[src/rtl/intc3_pkg.sv]
package intc3_pkg;
    localparam int NSRC = 16;
    localparam int IDW  = $clog2(NSRC);
    localparam int LVLS = 3;
    localparam int LW   = 2;
    localparam int VW   = 8;

    typedef enum logic [LW-1:0] {
        LV_LOW  = 2'd0,
        LV_HIGH = 2'd1,
        LV_TOP  = 2'd2
    } lvl_e;

    typedef enum logic {
        ST_IDLE     = 1'b0,
        ST_WAIT_ACK = 1'b1
    } st_e;

    // Fixed vector map: source 0 sits at 33h, others step by 8 and skip 33h
    function automatic logic [VW-1:0] vec_of(input logic [IDW-1:0] id);
        logic [VW-1:0] base;
        base = {1'b0, id, 3'b000};
        if (id == '0)
            return 8'h33;
        else if (id < 4'd7)
            return base - 8'd5;
        else
            return base + 8'd3;
    endfunction
endpackage

[src/rtl/intc3_qualify.sv]
module intc3_qualify #(
    parameter int              NSRC     = 16,
    parameter int              LVLS     = 3,
    parameter logic [NSRC-1:0] ALT_MASK = 16'hA004
) (
    input  logic [NSRC-1:0]            flag,
    input  logic [NSRC-1:0]            alt,
    input  logic [NSRC-1:0]            en,
    input  logic                       gen,
    input  logic [NSRC-1:0]            hi,
    output logic [LVLS-1:0][NSRC-1:0]  pend
);
    logic [NSRC-1:0] raw;
    assign raw = flag | (alt & ALT_MASK);

    // Source 0: reserved top level, own enable only
    assign pend[LVLS-1][0] = raw[0] & en[0];
    for (genvar l = 0; l < LVLS - 1; l++) begin : g_zero
        assign pend[l][0] = 1'b0;
    end

    for (genvar i = 1; i < NSRC; i++) begin : g_src
        logic q;
        assign q             = raw[i] & en[i] & gen;
        assign pend[1][i]    = q & hi[i];
        assign pend[0][i]    = q & ~hi[i];
        assign pend[LVLS-1][i] = 1'b0;
    end
endmodule

[src/rtl/intc3_pick.sv]
module intc3_pick #(
    parameter int NSRC = 16,
    parameter int LVLS = 3,
    parameter int IDW  = 4,
    parameter int LW   = 2
) (
    input  logic [LVLS-1:0][NSRC-1:0] pend,
    input  logic [LVLS-1:0]           isv,
    output logic                      valid,
    output logic [IDW-1:0]            id,
    output logic [LW-1:0]             lvl
);
    logic [LVLS-1:0] lv_valid;
    logic [IDW-1:0]  lv_id [LVLS];

    for (genvar g = 0; g < LVLS; g++) begin : g_lv
        logic [IDW-1:0] idl;
        always_comb begin
            idl = '0;
            for (int i = NSRC - 1; i >= 0; i--)
                if (pend[g][i]) idl = IDW'(i);
        end
        assign lv_valid[g] = |pend[g];
        assign lv_id[g]    = idl;
    end

    always_comb begin
        int flr;
        flr   = 0;
        valid = 1'b0;
        id    = '0;
        lvl   = '0;
        for (int l = 0; l < LVLS; l++)
            if (isv[l]) flr = l + 1;
        for (int l = 0; l < LVLS; l++)
            if (lv_valid[l] && l >= flr) begin
                valid = 1'b1;
                id    = lv_id[l];
                lvl   = LW'(l);
            end
    end
endmodule

[src/rtl/intc3_ctrl.sv]
module intc3_ctrl
    import intc3_pkg::*;
#(
    parameter int LVLS = 3,
    parameter int IDW  = 4,
    parameter int LW   = 2,
    parameter int VW   = 8
) (
    input  logic            clk,
    input  logic            rst_n,
    input  logic            cand_valid,
    input  logic [IDW-1:0]  cand_id,
    input  logic [LW-1:0]   cand_lvl,
    input  logic            ack,
    input  logic            reti,
    output logic            irq,
    output logic [VW-1:0]   vec,
    output logic [IDW-1:0]  sid,
    output logic [LW-1:0]   lvl_q,
    output logic [LVLS-1:0] isv_q
);
    st_e             state, state_nxt;
    logic [LVLS-1:0] isv_nxt;

    always_comb begin
        state_nxt = state;
        unique case (state)
            ST_IDLE:     if (cand_valid) state_nxt = ST_WAIT_ACK;
            ST_WAIT_ACK: if (ack)        state_nxt = ST_IDLE;
        endcase
    end

    always_ff @(posedge clk) begin
        if (!rst_n) state <= ST_IDLE;
        else        state <= state_nxt;
    end

    always_ff @(posedge clk) begin
        if (!rst_n) begin
            vec   <= '0;
            sid   <= '0;
            lvl_q <= '0;
        end else if (state == ST_IDLE && cand_valid) begin
            vec   <= vec_of(cand_id);
            sid   <= cand_id;
            lvl_q <= cand_lvl;
        end
    end

    assign irq = (state == ST_WAIT_ACK);

    always_comb begin
        int top;
        top     = -1;
        isv_nxt = isv_q;
        for (int l = 0; l < LVLS; l++)
            if (isv_q[l]) top = l;
        if (reti && top >= 0) isv_nxt[top] = 1'b0;
        if (state == ST_WAIT_ACK && ack) isv_nxt[lvl_q] = 1'b1;
    end

    always_ff @(posedge clk) begin
        if (!rst_n) isv_q <= '0;
        else        isv_q <= isv_nxt;
    end
endmodule

[src/rtl/intc3_top.sv]
module intc3_top
    import intc3_pkg::*;
#(
    parameter logic [NSRC-1:0] ALT_MASK = 16'hA004
) (
    input  logic            clk,
    input  logic            rst_n,
    input  logic [NSRC-1:0] req_flag,
    input  logic [NSRC-1:0] req_alt,
    input  logic [NSRC-1:0] src_en,
    input  logic            glob_en,
    input  logic [NSRC-1:0] src_hi,
    input  logic            ack,
    input  logic            reti,
    output logic            irq,
    output logic [VW-1:0]   vector,
    output logic [IDW-1:0]  src_id
);
    logic [LVLS-1:0][NSRC-1:0] pend;
    logic                      cand_valid;
    logic [IDW-1:0]            cand_id;
    logic [LW-1:0]             cand_lvl;
    logic [LW-1:0]             lvl_q;
    logic [LVLS-1:0]           isv_q;

    intc3_qualify #(.NSRC(NSRC), .LVLS(LVLS), .ALT_MASK(ALT_MASK)) u_qual (
        .flag(req_flag), .alt(req_alt), .en(src_en), .gen(glob_en),
        .hi(src_hi), .pend(pend)
    );

    intc3_pick #(.NSRC(NSRC), .LVLS(LVLS), .IDW(IDW), .LW(LW)) u_pick (
        .pend(pend), .isv(isv_q), .valid(cand_valid), .id(cand_id), .lvl(cand_lvl)
    );

    intc3_ctrl #(.LVLS(LVLS), .IDW(IDW), .LW(LW), .VW(VW)) u_ctrl (
        .clk(clk), .rst_n(rst_n), .cand_valid(cand_valid), .cand_id(cand_id),
        .cand_lvl(cand_lvl), .ack(ack), .reti(reti), .irq(irq), .vec(vector),
        .sid(src_id), .lvl_q(lvl_q), .isv_q(isv_q)
    );
endmodule

[config.mk]
export PLATFORM = sky130hd
export DESIGN_NAME = intc3_top
export DESIGN_NICKNAME = d
export VERILOG_FILES = /design/src/rtl/intc3_pkg.sv /design/src/rtl/intc3_qualify.sv /design/src/rtl/intc3_pick.sv /design/src/rtl/intc3_ctrl.sv /design/src/rtl/intc3_top.sv
export SDC_FILE = /design/constraint.sdc
export NUM_CORES = 1
export LEC_CHECK = 0
export ABC_AREA = 0
export BUFFER_PORTS_ARGS = -buffer_cell sky130_fd_sc_hd__buf_4
export CAP_MARGIN = 10
export CORE_ASPECT_RATIO = 1.2
export CORE_MARGIN = 2
export CORE_UTILIZATION = 44
export DETAILED_ROUTE_END_ITERATION = 8
export GPL_ROUTABILITY_DRIVEN = 0
export PLACE_DENSITY = 0.8
export SKIP_LAST_GASP = 1
export SYNTH_ARGS = -nofsm -noshare
export SYNTH_HDL_FRONTEND = slang
export SYNTH_SLANG_ARGS = --single-unit
[constraint.sdc]
create_clock -name clk -period 3.25 [get_ports clk]
set_input_delay 0.4875 -clock clk [delete_from_list [all_inputs] [get_ports clk]]
set_output_delay 0.4875 -clock clk [all_outputs]
set_load 0.03 [all_outputs]
==> impl_metrics.toml, run 1 <==
[power]
leakagePower_nw = 0.947
power_density_nw_per_um2 = 336
total_power_uw = 663
ir_worst_vdd_mv = 0.350

[final_layout]
post-route-util_pct = 63.3
fin_nets = 322
n_antenna_cell = 0
layout_common_cells = "67 x buf_4, 22 x nor2_1, 17 x nand2_1"
final_common_cell = "buf_4"
fillers = 296
syn_to_final_growth_pct = 35.0
layout-drive-gt1-share_pct = 34.5

[worst_setup_path]
worst_setup_path_end_kind = "flop"
worst-r2r-cell-count = 6
crit_path_start_kind = "primary input"
slowest_delay_ns = 0.39
crit_type = "in -> reg"
required_ns = 3.47
crit_arrival_ns = 2.89
cp-endpoint = "u_ctrl.lvl_q[1]"
crit_path_start = "glob_en"
crit_fanout = 33
crit_slowest_cell = "or3_1"
r2r_end = "u_ctrl.vec[3]"
r2r_start = "u_ctrl.isv_q[2]"
crit_chain = "buf_4 > and4b_1 > or2_2 > nor4_1 > a41o_1 > o32a_2 > o2111ai_2 > or3_1 > a21oi_1"
r2r_slack_ns = 0.95

[synthesis]
ys_seq_area_share_pct = 20.6
netlist_instances = 188
synth_edf_count = 0
synth_seq_cells = 15
syn_nets = 257
ys.flop_type = "dfxtp_1"
synth.avg_cell_area_um2 = 7.76
synth.distinct_cells = 60
yosysWarnings = 0
async_flop_share_pct = 0
netlist_area_um2 = 1460

[die]
core_area_um2 = 3110
ioPinCount = 82
initial_utilization_pct = 46.9
dieArea_um2 = 3790
row_count = 22
die_w_um = 56.6
die_h_um = 67.1

[clocking]
post_cts_buffers = 0
cts_sinks = 15
clkTransAtPathRegs_ns = 0.09
ctsHtreeMaxLevel = 1
cts_hold_buf = 0
root_buffer = "clkbuf_4"
cts_resized = 0
numCtsBuffers = 3
cts_tree = "done"
clock_path_buffers = 2
insertion_delay_ns = 0.29

[sta]
hold_viol = 0
fin_crit_sh_pct = 82.0
fin_crit_ns = 2.66
finalSetupViolCount = 0
fmax_mhz = 375
setup_tns_ns = 0
fin_worst_skew_ns = 0.000998
hold_ws_ns = 0.472
worst_slack_ns = 0.586
rsz0062_at_grt = "no"
finalMaxSlewViolations = 0

[drt]
drt_iter0_drc = 60
detailedRoute.firstPassIterationCount = 4
drc = 0
drt_wl_total_um = 4100
wl_per_cell_um = 14.2
via_count = 1759
viasPerCell = 6.11
ant_nets = 0

[grt]
antenna_found_initial = 0
grt_max_degree = 34
grtUsageTotal_pct = 22.0
grt_pass1_wl_um = 6730
grt_overflow_total = 0
grt_pass1_vias = 1591

[status]
outcome = "finished clean"

[job]
cap_viol_max_count = 0

[min_path]
hp-class = "in -> reg"
whs_path_depth = 3

[placed_design]
port_buffers = 66
post-place-ws_ns = 0.286
hpwl_um = 3360
==> worst max-delay path: cells and delay by family <==
family                 cells  cell delay [ns]
buffers and inverters      1             0.21
AOI/OAI and AO/OA          4             0.86
and+or+nand+nor            4             1.32
==> state kept, by name, summed over array words and instances (netlist names) <==
signal        flops
u_ctrl.vec        6
u_ctrl.sid        3
u_ctrl.irq        1
u_ctrl.lvl_q      2
u_ctrl.isv_q      3
==> metrics by stage <==
step	cell area [µm²]	std cells
6_report	1970	288
5_1_grt	1970	288
4_1_cts	1970	288
3_5_place_dp	1940	284
3_3_place_gp	1940	284
2_1_floorplan	1460	188
==> cell type report <==
cell class	count	area, µm²	area share, %
Clock inverter	1	5.00	0.254
Clock buffer	3	22.5	1.14
Tap cell	36	45.0	2.29
Multi-Input combinational cell	159	1070	54.2
Timing Repair Buffer	67	503	25.5
Inverter	7	26.3	1.33
Sequential cell	15	300	15.2
==> worst min-delay path by stage <==
stage / slack, ns / from / endpoint
2_1_floorplan: 0.45 / u_ctrl.lvl_q[0] / u_ctrl.isv_q[1]
3_3_place_gp: 0.47 / u_ctrl.lvl_q[0] / u_ctrl.isv_q[1]
3_5_place_dp: 0.47 / u_ctrl.vec[7] / u_ctrl.vec[7]
4_1_cts: 0.47 / rst_n / u_ctrl.irq
5_1_grt: 0.48 / rst_n / u_ctrl.irq
6_report: 0.47 / rst_n / u_ctrl.irq
==> cells by family (layout without fill, tap and decap cells) <==
family	count (synthesis)	in the layout	share of synthesized area, %
AO/OA/AOI/OAI	49	49	26.4
XOR/XNOR	1	1	0.600
buffers and inverters	14	78	6.26
flip-flops	15	15	20.6
multiplexers	4	4	2.83
other	1	1	0.257
AND/OR/NAND/NOR	104	104	43.1
==> where the power goes <==
group	internal [mW]	switching [mW]
Combinational	0.151	0.181
Sequential	0.206	0.0148
Clock	0.0458	0.0635
Total	0.403	0.259
==> per-layer routing <==
layer | vias up | wire [µm] | global-route usage [%]
met3 | 11 | 239 | 3.30
met4 | 0 | 91 | 9.23
met1 | 812 | 1760 | 25.2
met2 | 60 | 2010 | 40.3
met5 | - | 0 | 0
li1 | 876 | - | -
==> synth_stat cells (3+ instances only) <==
cell      number  share of area [%]
a21oi_1        8                2.7
and4_1         4                2.4
or2_2          3                1.3
nand4_2        3                2.6
mux2i_1        3                2.1
nand4b_1       5                3.0
or3_1          5                2.1
dfxtp_1       15                 21
and4b_1        5                3.4
o21ai_1        3                1.0
inv_1          6                1.5
buf_4          3                1.5
o21ai_0        6                2.1
nand2_1       17                4.4
nand4_1       13                5.6
nor2_1        22                5.7
nor2b_1        3                1.3
nand3_1        5                1.7
nor4_1         6                2.6
nor3_1         3                1.0
Note: power is estimated with default switching activity, not from simulation.
==> run 2, diff against run 1 <==
clock period = 2.7 ns   (was 3.25 ns; I/O delays follow)
==> impl_metrics.toml, run 2 (synthesis results as in run 1) <==
[job]
cap_viol_max_count = 0

[grt]
antenna_found_initial = 0
grt_pass1_vias = 1654
grt_overflow_total = 0
grtUsageTotal_pct = 22.9
grt_pass1_wl_um = 7040
grt_max_degree = 34

[final_layout]
largestRegisters = "u_ctrl.vec x6, u_ctrl.isv_q x3, u_ctrl.sid x3"
final_common_cell = "buf_4"
finalNonFillerCells = 301
layout-drive-gt1-share_pct = 37.7
syn_to_final_growth_pct = 41.7
n_antenna_cell = 0
largest_reg_flops = 6
post-route-util_pct = 66.5
fin_nets = 335
design_area_um2 = 2070
layout_common_cells = "80 x buf_4, 22 x nor2_1, 17 x nand2_1"
largest-register = "u_ctrl.vec"
fillers = 288

[sta]
setup_tns_ns = 0
relSlewSlack_pct = 66.1
worst_slew_pin_slew_ns = 0.507
hold_ws_ns = 0.393
hold_viol = 0
rsz0062_at_grt = "no"
finalSetupViolCount = 0
fin_crit_ns = 2.47
fin_crit_sh_pct = 91.6
worst_slack_ns = 0.226
fmax_mhz = 404
fin_worst_skew_ns = 0.00902
finalMaxSlewViolations = 0

[status]
outcome = "finished clean"

[worst_setup_path]
crit_arrival_ns = 2.70
crit_fanout = 33
required_ns = 2.93
worst_setup_path_end_kind = "flop"
crit_type = "in -> reg"
crit_path_start_kind = "primary input"

[die]
ioPinCount = 82
initial_utilization_pct = 46.9
die_w_um = 56.6
core_area_um2 = 3110
die_h_um = 67.1
row_count = 22
dieArea_um2 = 3790

[drt]
wl_per_cell_um = 14.4
drc = 0
via_count = 1822
drt_wl_total_um = 4330
drt_iter0_drc = 55
detailedRoute.firstPassIterationCount = 4
ant_nets = 0
viasPerCell = 6.05

[power]
ir_worst_vdd_mv = 0.371
total_power_uw = 830
leakagePower_nw = 1.01
power_density_nw_per_um2 = 402

[placed_design]
hpwl_um = 3500
dpl_cell_area_um2 = 2040
dp_cells = 297
post-place-ws_ns = -0.0473
port_buffers = 66

[clocking]
cts_resized = 0
numCtsBuffers = 3
cts_tree = "done"
post_cts_buffers = 0
clkTransAtPathRegs_ns = 0.09
root_buffer = "clkbuf_4"
insertion_delay_ns = 0.30
cts_sinks = 15
ctsHtreeMaxLevel = 1
cts_hold_buf = 0
clock_path_buffers = 2

[min_path]
hp-class = "in -> reg"
==> run 2: final cells by class <==
class	count	area [µm²]	area share [%]
inverter	7	26.3	1.27
clock buffer	3	22.5	1.09
multi-input combinational	159	1070	51.6
clock inverter	1	5.00	0.242
timing repair buffer	80	601	29.1
sequential	15	300	14.5
tap	36	45.0	2.18
==> run 2: critical path, cell delays in order <==
cell and delay, ns:
buf_4 0.21, and4b_1 0.22, or2_2 0.31, nor4_1 0.41
a41o_1 0.29, o32a_2 0.21, o2111ai_2 0.14, or3_1 0.39
a21oi_1 0.12
==> run 2: power breakdown <==
part	total (mW)	switching [mW]	internal [mW]	leakage, nW
registers	0.266	0.0181	0.248	0.123
logic	0.433	0.227	0.207	0.868
clock network	0.130	0.0753	0.0552	0.0177
==> run 2: final timing paths <==
check | from | to | slack, ns | depth (start not counted)
setup / recovery | glob_en | u_ctrl.lvl_q[1] | 0.23 | 9
hold / removal | rst_n | u_ctrl.lvl_q[0] | 0.39 | 2
setup reg to reg | u_ctrl.isv_q[2] | u_ctrl.vec[3] | 0.42 | 6
hold reg to reg | u_ctrl.lvl_q[0] | u_ctrl.isv_q[1] | 0.48 | 2
==> run 2: layer usage <==
| metal | GRT usage [%] | wire (µm) |
|---|---|---|
| met4 | 8.93 | 86 |
| met5 | 0 | 0 |
| met3 | 2.72 | 198 |
| met2 | 42.7 | 2170 |
| met1 | 26.3 | 1870 |
==> run 3, diff against run 2 <==
CORE_ASPECT_RATIO = 0.5   (was 1.2)
==> impl_metrics.toml, run 3 (synthesis results as in run 1) <==
[sta]
fmax_mhz = 390
hold_viol = 0
finalSetupViolCount = 0
fin_worst_skew_ns = 0.00280
finalMaxSlewViolations = 0
fin_crit_sh_pct = 95.0
fin_crit_ns = 2.56
rsz0062_at_grt = "no"

[die]
die_h_um = 44.7
row_count = 14
die_w_um = 85.4
core_area_um2 = 3080
dieArea_um2 = 3820
ioPinCount = 82
initial_utilization_pct = 47.3

[final_layout]
fin_nets = 342
post-route-util_pct = 69.5
largest-register = "u_ctrl.vec"
n_antenna_cell = 0
fillers = 283
layout_common_cells = "87 x buf_4, 22 x nor2_1, 17 x nand2_1"
syn_to_final_growth_pct = 46.8
largestRegisters = "u_ctrl.vec x6, u_ctrl.isv_q x3, u_ctrl.sid x3"
final_common_cell = "buf_4"
layout-drive-gt1-share_pct = 39.0
ff_latch_area_um2 = 300
multiInputGateArea_um2 = 1070
largest_reg_flops = 6

[placed_design]
port_buffers = 66
hpwl_um = 3690

[clocking]
cts_hold_buf = 0
cts_tree = "done"
cts_resized = 0
clkTransAtPathRegs_ns = 0.06
post_cts_buffers = 0
cts_sinks = 15
insertion_delay_ns = 0.24
clock_path_buffers = 2
ctsHtreeMaxLevel = 1
numCtsBuffers = 3
root_buffer = "clkbuf_8"

[drt]
via_count = 1846
viasPerCell = 5.92
detailedRoute.firstPassIterationCount = 6
drt_wl_total_um = 4600
ant_nets = 0
drc = 0
wl_per_cell_um = 14.7
drt_iter0_drc = 126

[grt]
grt_pass1_vias = 1755
grt_overflow_total = 0
grt_max_degree = 22
grtUsageTotal_pct = 23.5
grt_pass1_wl_um = 7310
antenna_found_initial = 0

[status]
outcome = "finished clean"

[min_path]
hp-class = "in -> reg"

[worst_setup_path]
crit_type = "in -> reg"
crit_path_start_kind = "primary input"
crit_arrival_ns = 2.70
r2r_slack_ns = 0.46
crit_fanout = 21
worst_setup_path_end_kind = "flop"
required_ns = 2.83

[power]
total_power_uw = 902
p_int_uw = 569
p_comb_share_pct = 50.6
switchingPower_uw = 333
leakagePower_nw = 1.05
swShare_pct = 36.9
power_density_nw_per_um2 = 421
pwr-share-seq_pct = 29.5
ir_worst_vdd_mv = 0.429
clkPwrFrac_pct = 19.9

[job]
cap_viol_max_count = 0
-- run 3: cell types whose count changed in the layout (fill, tap and decap cells not counted) --
cell / previous run / this run
buf_4: 80 / 87
clkbuf_1: 0 / 1
clkbuf_4: 3 / 0
clkbuf_8: 0 / 3
clkinv_2: 1 / 0
-- run 3: path summary, 6_finish.rpt --
kind | end | depth (start not counted) | startpoint
setup / recovery | u_ctrl.vec[5] | 11 | glob_en
hold / removal | u_ctrl.lvl_q[0] | 2 | rst_n
setup reg to reg | u_ctrl.vec[3] | 6 | u_ctrl.isv_q[2]
hold reg to reg | u_ctrl.isv_q[1] | 2 | u_ctrl.lvl_q[0]
-- run 3: power by group through the flow --
| stage | clock network (mW) | logic [mW] | registers [mW] |
|---|---|---|---|
| 2_1_floorplan | 0 | 0.216 | 0.309 |
| 3_3_place_gp | 0 | 0.432 | 0.269 |
| 3_5_place_dp | 0 | 0.444 | 0.271 |
| 4_1_cts | 0.183 | 0.450 | 0.266 |
| 5_1_grt | 0.191 | 0.488 | 0.269 |
| 6_report | 0.179 | 0.456 | 0.266 |
-- run 3: layout make-up --
class	count	share of cell area (%)
clock buffers	4	2.10
well taps	40	2.34
inverters	7	1.23
multi-input cells	159	49.8
flip-flops and latches	15	14.0
repair buffers	87	30.5
-- run 3: metrics by stage --
stage                     cells  hold slack (ns)  setup WS [ns]  setup TNS [ns]  instance area, µm²
after floorplan             188            0.445          0.233               0                1460
after global placement      308            0.460         0.0431               0                2100
after detailed placement    308            0.464        -0.0261         -0.0261                2100
after CTS                   312            0.445          0.190               0                2140
after global routing        312            0.456         0.0273               0                2140
final                       312            0.452          0.135               0                2140
-- run 3: critical path: stages --
cell and delay (ns):
buf_4 0.18, buf_4 0.17, nand4b_1 0.15, o211ai_1 0.15, or3_1 0.39, o32a_1 0.37
or3_1 0.34, o2111ai_2 0.12, buf_4 0.16, xor2_1 0.17, a21oi_1 0.09
-- run 3: metal layers --
layer	vias up	part of all wire, %	track usage, %
li1	913	-	-
met1	852	45	29.5
met2	77	48	43.4
met3	4	6.5	2.56
met4	0	0.67	7.94
met5	-	0	0
